<file path="src/rtl/pmon_pkg.sv">
// pmon_pkg: shared constants, slot encoding and decode result type
// for the performance-monitor register file. The register-number
// layout is fixed by the architecture, so it is not parameterised.
package pmon_pkg;

    localparam int SPR_W     = 10;          // register number width
    localparam int HALF_W    = 5;           // width of each half
    localparam logic [HALF_W-1:0] SPR_HI = 5'b11101; // common upper half
    localparam int SPACE_BIT = 4;           // 1 = supervisor, 0 = alias
    localparam int GROUP_BIT = 3;           // must be 1 for this block
    localparam int SLOT_W    = 3;
    localparam int NUM_SLOTS = 1 << SLOT_W; // slot 7 holds no register
    localparam int NUM_CNT   = 4;
    localparam int NUM_CTL   = 2;

    // Slot order within each space; the order is architectural.
    typedef enum logic [SLOT_W-1:0] {
        SLOT_CTL0   = 3'd0,
        SLOT_CNT1   = 3'd1,
        SLOT_CNT2   = 3'd2,
        SLOT_SAMPLE = 3'd3,
        SLOT_CTL1   = 3'd4,
        SLOT_CNT3   = 3'd5,
        SLOT_CNT4   = 3'd6,
        SLOT_NONE   = 3'd7
    } slot_e;

    // Decode outcome of one access request.
    typedef struct packed {
        logic              hit;    // number belongs to this block
        logic              fault;  // program-interrupt condition
        logic              rd_ok;  // legal read
        logic              wr_ok;  // legal write
        logic [SLOT_W-1:0] slot;   // register slot addressed
    } dec_t;

    // Slot of counter k (0-based).
    function automatic logic [SLOT_W-1:0] cnt_slot(input int k);
        case (k)
            0:       return SLOT_CNT1;
            1:       return SLOT_CNT2;
            2:       return SLOT_CNT3;
            default: return SLOT_CNT4;
        endcase
    endfunction

    // Slot of control register k (0-based).
    function automatic logic [SLOT_W-1:0] ctl_slot(input int k);
        return (k == 0) ? SLOT_CTL0 : SLOT_CTL1;
    endfunction

    // Full supervisor number of a slot.
    function automatic logic [SPR_W-1:0] super_num(input logic [SLOT_W-1:0] s);
        return {SPR_HI, 1'b1, 1'b1, s};
    endfunction

endpackage

</file>
<file path="src/rtl/pmon_spr_decode.sv">
// pmon_spr_decode: combinational decode of a register access request.
// Classifies a request as outside the block, legal read, legal write
// or fault. Assumes the request fields are stable while req_valid is high.
module pmon_spr_decode
    import pmon_pkg::*;
(
    input  logic             req_valid,
    input  logic [SPR_W-1:0] req_num,
    input  logic             req_write,
    input  logic             req_super,
    output dec_t             dec
);

    logic in_group;
    logic alias_sel;
    logic unmapped;

    // Split the number into its fields and classify the access.
    always_comb begin
        in_group  = req_valid
                    && (req_num[SPR_W-1 -: HALF_W] == SPR_HI)
                    && req_num[GROUP_BIT];
        alias_sel = !req_num[SPACE_BIT];
        unmapped  = (req_num[SLOT_W-1:0] == SLOT_NONE);
        dec.hit   = in_group;
        dec.slot  = req_num[SLOT_W-1:0];
        dec.fault = in_group && (unmapped
                                 || (alias_sel && req_write)
                                 || (!alias_sel && !req_super));
        dec.rd_ok = in_group && !dec.fault && !req_write;
        dec.wr_ok = in_group && !dec.fault && req_write;
    end

endmodule

</file>
<file path="src/rtl/pmon_event_counter.sv">
// pmon_event_counter: one event counter with a direct load.
// A load in the same cycle as an event wins; the count wraps at 2^W.
module pmon_event_counter #(
    parameter int W = 32
) (
    input  logic         clk,
    input  logic         rst_n,
    input  logic         ld,
    input  logic [W-1:0] ld_val,
    input  logic         inc,
    output logic [W-1:0] q
);

    // Load has priority over the event increment.
    always_ff @(posedge clk) begin
        if (!rst_n) begin
            q <= '0;
        end else if (ld) begin
            q <= ld_val;
        end else if (inc) begin
            q <= q + W'(1);
        end
    end

endmodule

</file>
<file path="src/rtl/pmon_sample_capture.sv">
// pmon_sample_capture: sample-address register. It is loaded on a
// monitor exception only when an instruction completed in that cycle.
// A direct load in the same cycle takes priority over the capture.
module pmon_sample_capture #(
    parameter int W = 32
) (
    input  logic         clk,
    input  logic         rst_n,
    input  logic         ld,
    input  logic [W-1:0] ld_val,
    input  logic         exc,
    input  logic         cmp_valid,
    input  logic [W-1:0] cmp_addr,
    output logic [W-1:0] q
);

    // The write wins, then the capture; otherwise hold.
    always_ff @(posedge clk) begin
        if (!rst_n) begin
            q <= '0;
        end else if (ld) begin
            q <= ld_val;
        end else if (exc && cmp_valid) begin
            q <= cmp_addr;
        end
    end

endmodule

</file>
<file path="src/rtl/pmon_regfile.sv">
// pmon_regfile: performance-monitor register file. It holds two control
// words, NUM_CNT event counters and the sample-address register, decodes
// register accesses and answers one cycle later with read data or a
// fault pulse. Assumes cmp_addr is as wide as the data path.
module pmon_regfile
    import pmon_pkg::*;
#(
    parameter int DW = 32
) (
    input  logic             clk,
    input  logic             rst_n,
    input  logic             acc_valid,
    input  logic [SPR_W-1:0] acc_num,
    input  logic             acc_write,
    input  logic [DW-1:0]    acc_wdata,
    input  logic             acc_super,
    output logic [DW-1:0]    acc_rdata,
    output logic             acc_fault,
    input  logic             cmp_valid,
    input  logic [DW-1:0]    cmp_addr,
    input  logic [NUM_CNT-1:0] evt_inc,
    input  logic             exc_taken
);

    dec_t                 dec;
    logic [NUM_SLOTS-1:0] wr_en;
    logic [DW-1:0]        ctl_q   [NUM_CTL];
    logic [DW-1:0]        cnt_q   [NUM_CNT];
    logic [DW-1:0]        smp_q;
    logic [DW-1:0]        slot_val[NUM_SLOTS];

    pmon_spr_decode u_dec (
        .req_valid (acc_valid),
        .req_num   (acc_num),
        .req_write (acc_write),
        .req_super (acc_super),
        .dec       (dec)
    );

    // One write-enable per slot, only for legal writes.
    always_comb begin
        wr_en = '0;
        if (dec.wr_ok) begin
            wr_en[dec.slot] = 1'b1;
        end
    end

    // Control words: plain storage written by legal writes.
    for (genvar c = 0; c < NUM_CTL; c++) begin : g_ctl
        localparam logic [SLOT_W-1:0] SL = ctl_slot(c);
        // Hold or load control word c.
        always_ff @(posedge clk) begin
            if (!rst_n) begin
                ctl_q[c] <= '0;
            end else if (wr_en[SL]) begin
                ctl_q[c] <= acc_wdata;
            end
        end
    end

    // Event counters.
    for (genvar k = 0; k < NUM_CNT; k++) begin : g_cnt
        localparam logic [SLOT_W-1:0] SL = cnt_slot(k);
        pmon_event_counter #(.W(DW)) u_cnt (
            .clk    (clk),
            .rst_n  (rst_n),
            .ld     (wr_en[SL]),
            .ld_val (acc_wdata),
            .inc    (evt_inc[k]),
            .q      (cnt_q[k])
        );
    end

    pmon_sample_capture #(.W(DW)) u_smp (
        .clk       (clk),
        .rst_n     (rst_n),
        .ld        (wr_en[SLOT_SAMPLE]),
        .ld_val    (acc_wdata),
        .exc       (exc_taken),
        .cmp_valid (cmp_valid),
        .cmp_addr  (cmp_addr),
        .q         (smp_q)
    );

    // Gather register values by slot for the read mux.
    always_comb begin
        for (int s = 0; s < NUM_SLOTS; s++) begin
            slot_val[s] = '0;
        end
        for (int c = 0; c < NUM_CTL; c++) begin
            slot_val[ctl_slot(c)] = ctl_q[c];
        end
        for (int k = 0; k < NUM_CNT; k++) begin
            slot_val[cnt_slot(k)] = cnt_q[k];
        end
        slot_val[SLOT_SAMPLE] = smp_q;
    end

    // Register the response: data for a legal read, fault pulse otherwise.
    always_ff @(posedge clk) begin
        if (!rst_n) begin
            acc_rdata <= '0;
            acc_fault <= 1'b0;
        end else begin
            acc_rdata <= dec.rd_ok ? slot_val[dec.slot] : '0;
            acc_fault <= dec.fault;
        end
    end

endmodule

</file>
<file path="config.mk">
export PLATFORM = sky130hd
export DESIGN_NAME = pmon_regfile
export DESIGN_NICKNAME = d
export VERILOG_FILES = /design/src/rtl/pmon_pkg.sv /design/src/rtl/pmon_spr_decode.sv /design/src/rtl/pmon_event_counter.sv /design/src/rtl/pmon_sample_capture.sv /design/src/rtl/pmon_regfile.sv
export SDC_FILE = /design/constraint.sdc
export NUM_CORES = 1
export LEC_CHECK = 0
export ABC_AREA = 1
export CAP_MARGIN = 20
export CORE_ASPECT_RATIO = 0.9
export CORE_MARGIN = 2
export CORE_UTILIZATION = 31
export DETAILED_ROUTE_END_ITERATION = 7
export SLEW_MARGIN = 20
export SYNTH_ARGS = -nofsm -noshare
export SYNTH_HDL_FRONTEND = slang
export SYNTH_SLANG_ARGS = --single-unit
</file>
<file path="constraint.sdc">
create_clock -name clk -period 2.4 [get_ports clk]
set_clock_uncertainty 0.1 [all_clocks]
set_input_delay 0.36 -clock clk [delete_from_list [all_inputs] [get_ports clk]]
set_output_delay 0.36 -clock clk [all_outputs]
set_load 0.01 [all_outputs]
</file>
After elaboration in Yosys (flattened, before gate mapping)
Memory sizes are Yosys's and may differ from the RTL's.
Cells that the tools add are included.
- $add $sub $neg: 4
- $lt $le $gt $ge: 3
- equal/unequal tests: 2
- muxes and demuxes: 25
- bitwise logic cells: 3
- reduce and logical (&&, ||, !) cells: 22
- operators by type and width (kind ; count):
    $mux 32 ; 14
    $add 32x1->32 const B ; 4
    $bmux 32 s3 ; 1
    $logic_and 1x1->1 ; 10
    $reduce_bool 2->1 ; 5
    $mux 1 ; 8
    $mux 7 ; 1
    $eq 5x5->1 const B ; 1
    $ge 4x4->1 const B ; 1
    $logic_not 1->1 ; 4
    $lt 3x4->1 const B ; 1
    $not 3->4 ; 1
    $demux 1 s3 ; 1
    $eq 3x3->1 const B ; 1
    $ge 3x1->1 const B ; 1
    $logic_or 1x1->1 ; 2
    $or 1x1->1 ; 2
    $reduce_and 2->1 ; 1
- bits in registers: 193
- memory bits (writable): 64
- bits of input ports: 85
- output and inout port bits: 33
- logic and storage cells: 67
- memories kept: 1
- memory list (name ; depth ; bits a word ; rd ports ; clocked after memory_dff ; wr ports ; RTL line ; RTL):
    ctl_q ; 2 ; 32 ; 2 ; 0 ; 2 ; pmon_regfile.sv:27 ; logic [DW-1:0] ctl_q [NUM_CTL];

Logic depth before layout (Yosys ltp)
- word-level depth: 13
- mapped depth: 12
- depth with buffers taken out: 12

Hierarchy
Synthesis repeated with hierarchy kept, for this count alone.
- cells, all modules: 2587
- area, all modules: 16728.5 um^2
- by module, submodules not included (module ; instances ; cells each ; area each (um^2) ; sequential area each (um^2)):
    pmon_event_counter ; 4 ; 336 ; 2194.6 ; 640.6
    pmon_regfile ; 1 ; 908 ; 5974.5 ; 2582.5
    pmon_sample_capture ; 1 ; 310 ; 1834.3 ; 640.6
    pmon_spr_decode ; 1 ; 25 ; 141.4 ; 0.0

Worst setup path after synthesis
OpenSTA, ideal clock, no wires.
- path type: input -> register
- from: input acc_write
- to: memory ctl_q[0][0], enable pin
- library setup time: 389 ps
- arrival time: 1908 ps
- required time: 1911 ps
- slack: 3 ps
- cell stages on the path: 8
- path buffers: 1
- cell sequence: buf_6 -> nand2_2 -> nand3_4 -> nor2_8 -> nand2_2 -> nor2_4 -> nand2_1 -> nand2_1
- RTL lines (item ; RTL line ; RTL):
    start, declared ; pmon_regfile.sv:14 ; input logic acc_write,
    end, declared ; pmon_regfile.sv:27 ;

Worst setup path in the final report
- from: register g_cnt[1].u_cnt.q[2]
- to: register g_cnt[1].u_cnt.q[19]
- longest elaborated chain between the ends: 3
- RTL lines (item ; RTL line ; RTL):
    start, declared ; pmon_event_counter.sv:11 ; output logic [W-1:0] q
    start signal, assigned ; pmon_event_counter.sv:19 ; q <= ld_val;
    start signal, assigned ; pmon_event_counter.sv:21 ; q <= q + W'(1);
    $add 32x1->32 ; pmon_event_counter.sv:21 ;
    $mux 32 ; pmon_event_counter.sv:20 ; end else if (inc) begin
    $mux 32 ; pmon_event_counter.sv:18 ; end else if (ld) begin
Every way passes these cells. The select of a mux whose other input is x is not followed.
A chain may end at the register's enable or synchronous reset.

==> run summary <==
pwr/cell area - 523 nW/um^2
Fmax achieved - 453 MHz
Ports - 118
Clk pwr share - 0.462
Routed Antenna Nets - 0
crit share post-route - 0.919
Core ar. - 50400 sq um
Setup WS post-layout - 194 ps
CTS Buf Count - 30
Final Hold Violating Endpoints - 0
commonest non-fill, non-tap cell in the layout - nand2_1
post-synth top area cell - dfxtp_1
outcome - completed
Root Buffer - clkbuf_16
Syn-to-layout area delta - 25.3%
Slew headroom - 0.549
Final Setup Violations - 0
dpl cells - 3384
r2r worst-path depth - 9
sequential fraction of the synthesis area - 0.366
Post-Synthesis Cell Area - 15800 sq um
Sw Share - 0.272
CTS clk-pin slew, worst paths - 70 ps
Setup Fix Bufs, Post-CTS - 0
drt first pass iters - 6
finished layout cell area - 19800 sq um
Clock Path Buffers - 3
internal power - 0.00754 W
Post-DP HPWL - 55700 um
number of global-route vias before repair - 16888
routed vias - 18274
# DRC - 0
WP data arrival - 2590 ps
Finished Layout Cells - 3442
Worst Hold Path Cells - 4
max-slew violation count - 0
Placed Area - 18800 sq um
H-tree levels - 1
die width - 242 um
mean post-synth cell area - 6.26 sq um
initial core utilization - 0.314
clk sinks - 257
register bit total from synthesis - 257
Hold Path Class - primary input to register
pre-CTS WS - -160 ps
Hold Buf Count CTS - 0
Distinct cells, synth - 38
DRT iter0 DRCs - 2415
gr usage total - 0.265
Post-Route WL - 71800 um
initial antenna violation count - 6
die height - 218 um
Comb pwr share - 0.098
first-pass GRT wire length - 106000 um
top-area cell type share of the netlist area - 0.244
Static Leak - 7.71 nW
sequential share of power - 0.440
Overall Power - 0.0104 W
VDD IR-drop max - 0.000659 V
Synth Warn # - 0
commonest cells after routing, fill and taps aside - nand2_1 (685), nor2_1 (471), inv_1 (289)
Data required, critical path - 2780 ps
post-CTS sizing - 0
fin nets - 2825
EDFF count, synth - 64
Worst-Margin Slew - 676 ps
Die Area - 52900 sq um
top_reg_cell synth - dfxtp_1
MaxCap Viol Count - 0
Psw - 0.00282 W
crit path max fanout - 6
routability congestion estimate - 0.986
Avg WL per Cell - 20.9 um
largest net degree at the start of global routing - 84
GRT overflow - 0
Clk Latency, worst-skew pair - 610 ps
instance count of the mapped netlist - 2529
num rows - 78
Worst Setup End Kind - register
synth top area cells - dfxtp_1 (24%), nand2_1 (16%), edfxtp_1 (12%)
Setup crit start kind - register
via/cell ratio - 5.31
IO buf count - 117
kind of critical path - register to register
Post-Syn Nets - 2618
Synth async-reset ratio - 0
CTS tree - yes
RSZ-0062 raised after global routing - no
Period minus WS final - 2210 ps
share of cells above drive strength 1 - 0.0924
total negative slack - 0 ps
-- logic make-up (layout without fill, tap and decap cells) --
kind of cell             count (synthesis)  count (layout)  share of synthesized area
other                                    0               2                          0
AO/OA/AOI/OAI                          368             368                      0.127
buffers and inverters                  410             641                      0.104
AND/OR/NAND/NOR                       1450            1450                      0.378
flip-flops                             257             257                      0.366
adder cells (fa/ha/maj)                  4               4                    0.00316
XOR/XNOR                                40              40                     0.0221
-- synthesized netlist by cell type (7+ instances only) --
cell / instances
nand2_1: 685
nor2_1: 471
inv_1: 290
nand3_1: 207
o21ai_0: 195
dfxtp_1: 193
a21oi_1: 93
clkbuf_1: 65
edfxtp_1: 64
nand4_1: 45
buf_2: 34
xor2_1: 34
a31oi_1: 19
o22ai_1: 19
o221ai_1: 18
o211ai_1: 11
nor3_1: 10
and2_1: 7
-- through the flow --
stage,utilization,hold slack [ps]
2_1_floorplan,-,342
3_3_place_gp,0.373,354
3_5_place_dp,0.373,367
4_1_cts,0.393,156
5_1_grt,0.393,178
6_report,0.394,185
-- power by group through the flow --
stage	Combinational, W	Clock, W	Sequential, W
4_1_cts	0.000979	0.00481	0.00456
2_1_floorplan	0.000386	0	0.00464
5_1_grt	0.00105	0.00500	0.00457
3_5_place_dp	0.000975	0	0.00465
6_report	0.00102	0.00479	0.00456
3_3_place_gp	0.000971	0	0.00465
-- worst max-delay path, stage by stage, from the launching register on --
cell	delay, ps
dfxtp_1	450
nand2_1	180
nor2_2	290
nand2_1	290
nor2_2	250
nand2_1	150
o21ai_0	170
nand2_1	70
nor2_1	100
nor2_1	50
-- sequential cells by signal, indices dropped and copies added (netlist names) --
name,cells
g_cnt.u_cnt.q,128
ctl_q,64
acc_rdata,32
u_smp.q,32
acc_fault,1
-- final cells by class --
type / instances / area [sq um]
clock buffers: 38 / 863
well taps: 680 / 851
flip-flops and latches: 257 / 5790
clock inverters: 18 / 153
fillers: 5382 / 30500
repair buffers: 290 / 2660
inverters: 295 / 1110
diodes: 2 / 5.00
multi-input cells: 1862 / 8390
-- per-layer routing --
layer | vias up | GRT usage | part of all wire
li1 | 8534 | - | -
met1 | 8446 | 0.366 | 0.43
met2 | 1105 | 0.395 | 0.41
met3 | 185 | 0.0548 | 0.11
met4 | 4 | 0.121 | 0.052
met5 | - | 0 | 0.00042
-- worst paths after layout --
kind                              from              endpoint  slack, ps
setup / recovery   g_cnt[1].u_cnt.q[2]  g_cnt[1].u_cnt.q[19]        190
hold / removal                   rst_n   g_cnt[0].u_cnt.q[1]        180
setup reg to reg   g_cnt[1].u_cnt.q[2]  g_cnt[1].u_cnt.q[19]        190
hold reg to reg   g_cnt[0].u_cnt.q[31]  g_cnt[0].u_cnt.q[31]        380
Power figures use the tool's default switching activity.
